## src/rtl/pto_pkg.sv

```systemverilog
package pto_pkg;
  localparam int ADDR_W = 2;
  typedef enum logic [ADDR_W-1:0] {
    REG_NEXT = 2'd0,
    REG_TSEL = 2'd1,
    REG_MODE = 2'd2,
    REG_NONE = 2'd3
  } reg_addr_e;
  localparam int MODE_W = 8;
endpackage

```

## src/rtl/pto_regs.sv

```systemverilog
module pto_regs
  import pto_pkg::*;
#(
  parameter int GROUPS = 4,
  parameter int GW     = 4,
  parameter int SEL_W  = 2,
  localparam int DW    = GROUPS * GW,
  localparam int TW    = GROUPS * SEL_W
) (
  input  logic              clk_i,
  input  logic              rst_ni,
  input  logic              we_i,
  input  logic [ADDR_W-1:0] addr_i,
  input  logic [DW-1:0]     wdata_i,
  output logic [DW-1:0]     rdata_o,
  output logic [DW-1:0]     next_o,
  output logic [TW-1:0]     tsel_o,
  output logic [GROUPS-1:0] nov_o
);
  logic [DW-1:0]     next_q;
  logic [TW-1:0]     tsel_q;
  logic [GROUPS-1:0] nov_q;

  always_ff @(posedge clk_i or negedge rst_ni) begin
    if (!rst_ni) begin
      next_q <= '0;
      tsel_q <= '0;
      nov_q  <= '0;
    end else if (we_i) begin
      case (reg_addr_e'(addr_i))
        REG_NEXT: next_q <= wdata_i;
        REG_TSEL: tsel_q <= wdata_i[TW-1:0];
        REG_MODE: nov_q  <= wdata_i[GROUPS-1:0];
        default:  ;
      endcase
    end
  end

  logic [MODE_W-1:0] mode_rd;
  always_comb begin
    mode_rd = '1;  // reserved bits read as ones
    mode_rd[GROUPS-1:0] = nov_q;
  end

  always_comb begin
    rdata_o = '0;
    case (reg_addr_e'(addr_i))
      REG_NEXT: rdata_o = next_q;
      REG_TSEL: rdata_o[TW-1:0] = tsel_q;
      REG_MODE: rdata_o[MODE_W-1:0] = mode_rd;
      default:  rdata_o = '0;
    endcase
  end

  assign next_o = next_q;
  assign tsel_o = tsel_q;
  assign nov_o  = nov_q;


  mode_write_chk: assert property (@(posedge clk_i) disable iff (!rst_ni)
    (we_i && addr_i == REG_MODE) |=> nov_o == $past(wdata_i[GROUPS-1:0]));

  tsel_write_chk: assert property (@(posedge clk_i) disable iff (!rst_ni)
    (we_i && addr_i == REG_TSEL) |=> tsel_o == $past(wdata_i[TW-1:0]));
endmodule

```

## src/rtl/pto_group.sv

```systemverilog
module pto_group #(
  parameter int GW     = 4,
  parameter int NUM_CH = 4,
  parameter int SEL_W  = 2
) (
  input  logic              clk_i,
  input  logic              rst_ni,
  input  logic [GW-1:0]     next_i,
  input  logic [SEL_W-1:0]  sel_i,
  input  logic              nov_i,
  input  logic [NUM_CH-1:0] cm_a_i,
  input  logic [NUM_CH-1:0] cm_b_i,
  output logic [GW-1:0]     out_o
);
  logic          hit_a, hit_b;
  logic [GW-1:0] clr, set, out_q, out_d;

  assign hit_a = cm_a_i[sel_i];
  assign hit_b = cm_b_i[sel_i];

  always_comb begin
    clr = '0;
    set = '0;
    if (nov_i) begin
      if (hit_a) clr = ~next_i;  // falling bits on A
      if (hit_b) set = next_i;   // rising bits on B
      out_d = (out_q & ~clr) | set;
    end else begin
      out_d = hit_a ? next_i : out_q;
    end
  end

  always_ff @(posedge clk_i or negedge rst_ni) begin
    if (!rst_ni) out_q <= '0;
    else         out_q <= out_d;
  end

  assign out_o = out_q;


  ord_load_chk: assert property (@(posedge clk_i) disable iff (!rst_ni)
    (!nov_i && hit_a) |=> out_o == $past(next_i));

  nov_fall_chk: assert property (@(posedge clk_i) disable iff (!rst_ni)
    (nov_i && hit_a && !hit_b) |=> out_o == ($past(out_o) & $past(next_i)));

  nov_rise_chk: assert property (@(posedge clk_i) disable iff (!rst_ni)
    (nov_i && hit_b && !hit_a) |=> out_o == ($past(out_o) | $past(next_i)));

  nov_both_chk: assert property (@(posedge clk_i) disable iff (!rst_ni)
    (nov_i && hit_a && hit_b) |=> out_o == $past(next_i));

  idle_hold_chk: assert property (@(posedge clk_i) disable iff (!rst_ni)
    (!hit_a && !hit_b) |=> $stable(out_o));
endmodule

```

## src/rtl/pto_top.sv

```systemverilog
module pto_top
  import pto_pkg::*;
#(
  parameter int GROUPS = 4,
  parameter int GW     = 4,
  parameter int NUM_CH = 4,
  localparam int SEL_W = $clog2(NUM_CH),
  localparam int DW    = GROUPS * GW,
  localparam int TW    = GROUPS * SEL_W
) (
  input  logic              clk_i,
  input  logic              rst_ni,
  input  logic              reg_we_i,
  input  logic [ADDR_W-1:0] reg_addr_i,
  input  logic [DW-1:0]     reg_wdata_i,
  output logic [DW-1:0]     reg_rdata_o,
  input  logic [NUM_CH-1:0] cm_a_i,
  input  logic [NUM_CH-1:0] cm_b_i,
  output logic [DW-1:0]     pattern_o
);
  logic [DW-1:0]     next_data;
  logic [TW-1:0]     tsel;
  logic [GROUPS-1:0] nov;

  pto_regs #(.GROUPS(GROUPS), .GW(GW), .SEL_W(SEL_W)) u_regs (
    .clk_i   (clk_i),
    .rst_ni  (rst_ni),
    .we_i    (reg_we_i),
    .addr_i  (reg_addr_i),
    .wdata_i (reg_wdata_i),
    .rdata_o (reg_rdata_o),
    .next_o  (next_data),
    .tsel_o  (tsel),
    .nov_o   (nov)
  );

  for (genvar g = 0; g < GROUPS; g++) begin : g_grp
    pto_group #(.GW(GW), .NUM_CH(NUM_CH), .SEL_W(SEL_W)) u_grp (
      .clk_i  (clk_i),
      .rst_ni (rst_ni),
      .next_i (next_data[g*GW +: GW]),
      .sel_i  (tsel[g*SEL_W +: SEL_W]),
      .nov_i  (nov[g]),
      .cm_a_i (cm_a_i),
      .cm_b_i (cm_b_i),
      .out_o  (pattern_o[g*GW +: GW])
    );
  end


  quiet_port_chk: assert property (@(posedge clk_i) disable iff (!rst_ni)
    (cm_a_i == '0 && cm_b_i == '0) |=> $stable(pattern_o));
endmodule

```

## config.mk

```make
export PLATFORM = sky130hd
export DESIGN_NAME = pto_top
export DESIGN_NICKNAME = d
export VERILOG_FILES = /design/src/rtl/pto_pkg.sv /design/src/rtl/pto_regs.sv /design/src/rtl/pto_group.sv /design/src/rtl/pto_top.sv
export SDC_FILE = /design/constraint.sdc
export NUM_CORES = 1
export LEC_CHECK = 0
export BUFFER_PORTS_ARGS = -buffer_cell sky130_fd_sc_hd__buf_2
export CAP_MARGIN = 10
export CORE_UTILIZATION = 40
export CTS_BUF_LIST = sky130_fd_sc_hd__clkbuf_8 sky130_fd_sc_hd__clkbuf_16
export DETAILED_ROUTE_END_ITERATION = 16
export HOLD_SLACK_MARGIN = 0.12
export SETUP_SLACK_MARGIN = 0.3
export SYNTH_ARGS = -nofsm -noshare
export SYNTH_HDL_FRONTEND = slang
export SYNTH_SLANG_ARGS = --single-unit
```

## constraint.sdc

```tcl
create_clock -name clk_i -period 1.9 [get_ports clk_i]
set_input_delay 0.095 -clock clk_i [delete_from_list [all_inputs] [get_ports clk_i]]
set_output_delay 0.095 -clock clk_i [all_outputs]
set_load 0.05 [all_outputs]
```

==> qor.yml <==
detailed_routing:
  first_iteration_detailed_routing_drc_count: 58
  dr.pass1.iters: 4
  drt_drc_violations_left: 0
  wl_per_cell_um: 15.99
  antenna_left: 0
  dr_vias: 1817
  wirelength_mm: 5.612
  avgViaCountPerCell: 5.177
worst_setup_path:
  path_max_fanout: 5
  startpoint_type: "flip-flop"
  crit_required_ns: 2.08
  reg2reg_setup_slack_ns: 0.36
  kind_of_capture_point_of_the_worst_setup_path: "flip-flop"
  worst-setup-path-type: "flip-flop to flip-flop"
  worst-endpoint-arrival_ns: 1.73
synthesis:
  syn_avg_cell_area_um2: 11.91
  post-synth-top-area-cell: "sky130_fd_sc_hd__dfrtp_1"
  synth-edff-count: 0
  netlist-cell-type-count: 18
  yosysTopAreaCellShare_pct: 49.44
  ys.flop_type: "sky130_fd_sc_hd__dfrtp_1"
  synthesis.area_um2: 2227
  synth.top_cells.by_count: "sky130_fd_sc_hd__dfrtp_1 (44), sky130_fd_sc_hd__mux2_2 (28), sky130_fd_sc_hd__nor2_1 (17)"
  most_frequent_cell_after_synthesis: "sky130_fd_sc_hd__dfrtp_1"
  synth-async-reset-ratio_pct: 100.0
  synth_sequential_area_ratio_pct: 49.44
  synth.area.top_cells: "sky130_fd_sc_hd__dfrtp_1 (49%), sky130_fd_sc_hd__mux2_2 (14%), sky130_fd_sc_hd__mux4_2 (6.1%), sky130_fd_sc_hd__o32a_1 (5.4%), sky130_fd_sc_hd__mux2i_1 (4.9%)"
  synth_cells: 187
  syn-num-nets: 216
  synth.ff_latch_count: 44
  synthesis.yosys.warnings: 0
timing:
  hold_viol_final: 0
  final.setup.worst_slack_ns: 0.3559
  slew-limit-headroom_pct: 62.80
  clock-skew-final_ns: 0.005185
  period_share_pct: 81.27
  setup_viol: 0
  rsz0062_at_grt: "true"
  total_negative_slack_for_setup_checks_ns: 0
  finalMaxSlewViolations: 0
  worst_hold_slack_ns: 0.3138
  max_clock_freq_mhz: 647.6
  tightest_slew_ns: 0.5580
  timing.final.crit_period_ns: 1.544
pwr:
  power_leakage_uw: 0.001412
  finalPower_uw: 3866
  irDropWorstVdd_v: 0.0007226
  power_density_nw_per_um2: 1302
global_route:
  first_pass_grt_wire_length_mm: 9.073
  grt_pass1_vias: 1796
  grt_overflow_total: 0
  met3_usage_pct: 3.713
  grt_use_total_pct: 20.30
  groute.layer.met1.usage_pct: 28.41
  grt_util_met2_pct: 31.44
  grt.busiest_layer: "met2"
  maximum_number_of_pins_on_one_net_before_global_route_repair: 24
  antenna_violations_before_repair: 0
clock_tree:
  h-tree-depth: 2
  clk_latency_ns: 0.30
  cts.sinks: 44
  ctsRootBufferMaster: "sky130_fd_sc_hd__clkbuf_8"
  cts_buffers: 5
  cts_tree: "built"
  clk_transition_reported_paths_ns: 0.08
  cts_max_path_buffers: 2
floorplan:
  die-area_um2: 5870
  boundaryPins: 61
  core_um2: 5238
  row_count: 26
  start_util_pct: 42.52
  die_width_um: 76.62
  fp.dieH_um: 76.62
final_layout:
  diodes: 0
  final_net_count: 310
  post_route_cells_drive_above_1_share_pct: 44.84
  area.growth.synth_to_final_pct: 33.31
  final_design_area_no_fill_um2: 2969
place:
  place_congestion: 0.8118
  dp_slack_ns: 0.2278
  postPlaceCellArea_um2: 2643
  post-dp-hpwl_mm: 3.941
  port-buffer-count: 60
hold_path:
  hp-class: "input port to asynchronous set/reset pin"
status:
  run_status: "finished clean"
flow_run:
  cap_violations: 0
==> worst paths after layout <==
path | end | from | cells past startpoint
min | u_regs.next_o[11] | rst_ni | 2
max reg2reg | g_grp[3].u_grp.out_o[3] | u_regs.tsel_o[6] | 3
min reg2reg | g_grp[3].u_grp.out_o[2] | u_regs.next_o[14] | 1
max in group asynchronous | u_regs.next_o[14] | rst_ni | 3
max | g_grp[3].u_grp.out_o[3] | u_regs.tsel_o[6] | 3
min in group clk_i | u_regs.nov_o[0] | reg_we_i | 3
==> repair_timing <==
action	4_1_cts	5_1_grt
resized for setup	3	1
hold endpoints to repair	49	0
setup buffers	2	5
pin swaps	0	0
endpoints found under the setup margin	12	9
hold buffers	17	0
==> cells in the final DEF, fill, tap and decap left out <==
cell type / n
sky130_fd_sc_hd__a21oi_1: 4
sky130_fd_sc_hd__and2_1: 9
sky130_fd_sc_hd__buf_2: 60
sky130_fd_sc_hd__buf_4: 14
sky130_fd_sc_hd__clkbuf_8: 7
sky130_fd_sc_hd__dfrtp_1: 41
sky130_fd_sc_hd__dfrtp_2: 3
sky130_fd_sc_hd__dlygate4sd3_1: 17
sky130_fd_sc_hd__inv_1: 16
sky130_fd_sc_hd__mux2_2: 28
sky130_fd_sc_hd__mux2i_1: 10
sky130_fd_sc_hd__mux2i_2: 1
sky130_fd_sc_hd__mux4_2: 6
sky130_fd_sc_hd__nand2_1: 13
sky130_fd_sc_hd__nand2b_1: 3
sky130_fd_sc_hd__nor2_1: 17
sky130_fd_sc_hd__nor2b_1: 2
sky130_fd_sc_hd__nor2b_4: 3
sky130_fd_sc_hd__o21ai_0: 4
sky130_fd_sc_hd__o21ai_1: 4
sky130_fd_sc_hd__o21ba_2: 4
sky130_fd_sc_hd__o22ai_1: 3
sky130_fd_sc_hd__o32a_1: 12
==> registers in the layout, indices dropped and copies added, names as in the netlist <==
signal             count
u_regs.nov_o           4
g_grp.u_grp.out_o     16
u_regs.next_o         16
u_regs.tsel_o          8
==> metrics by stage <==
step / instances / utilization, %
after detailed placement: 320 / 50.45
after floorplan: 187 / -
final: 351 / 56.69
after CTS: 346 / 55.90
after global routing: 351 / 56.69
after global placement: 320 / 50.45
==> cell type report <==
type,instances,area (µm²)
fill,457,2268
sequential,44,1105
multi-input combinational,123,1045
timing repair buffer,91,575.6
clock buffer,7,96.34
tap,70,87.58
inverter,16,60.06
==> where the power goes <==
group	leakage, µW	switching, µW	internal [µW]
registers	0.000526	247	1210
logic	0.000836	1130	629
clock network	0.0000503	316	324
==> worst max-delay path, stage by stage, from the launching register on <==
cell	delay, ns
sky130_fd_sc_hd__dfrtp_2	0.42
sky130_fd_sc_hd__mux4_2	0.52
sky130_fd_sc_hd__nor2b_4	0.15
sky130_fd_sc_hd__o32a_1	0.33
==> metal layers <==
layer	vias up	share of wire (%)
li1	857	-
met1	900	47
met2	54	48
met3	6	4.5
met4	0	1.1
met5	-	0
==> logic make-up (layout without fill, tap and decap cells) <==
family | after synthesis | in the layout | share of synthesized area (%)
AND/OR/NAND/NOR | 47 | 47 | 10.84
AO/OA/AOI/OAI | 31 | 31 | 10.73
flip-flops | 44 | 44 | 49.44
multiplexers | 45 | 45 | 25.17
buffers and inverters | 20 | 114 | 3.820
(Power assumes the default switching activity.)
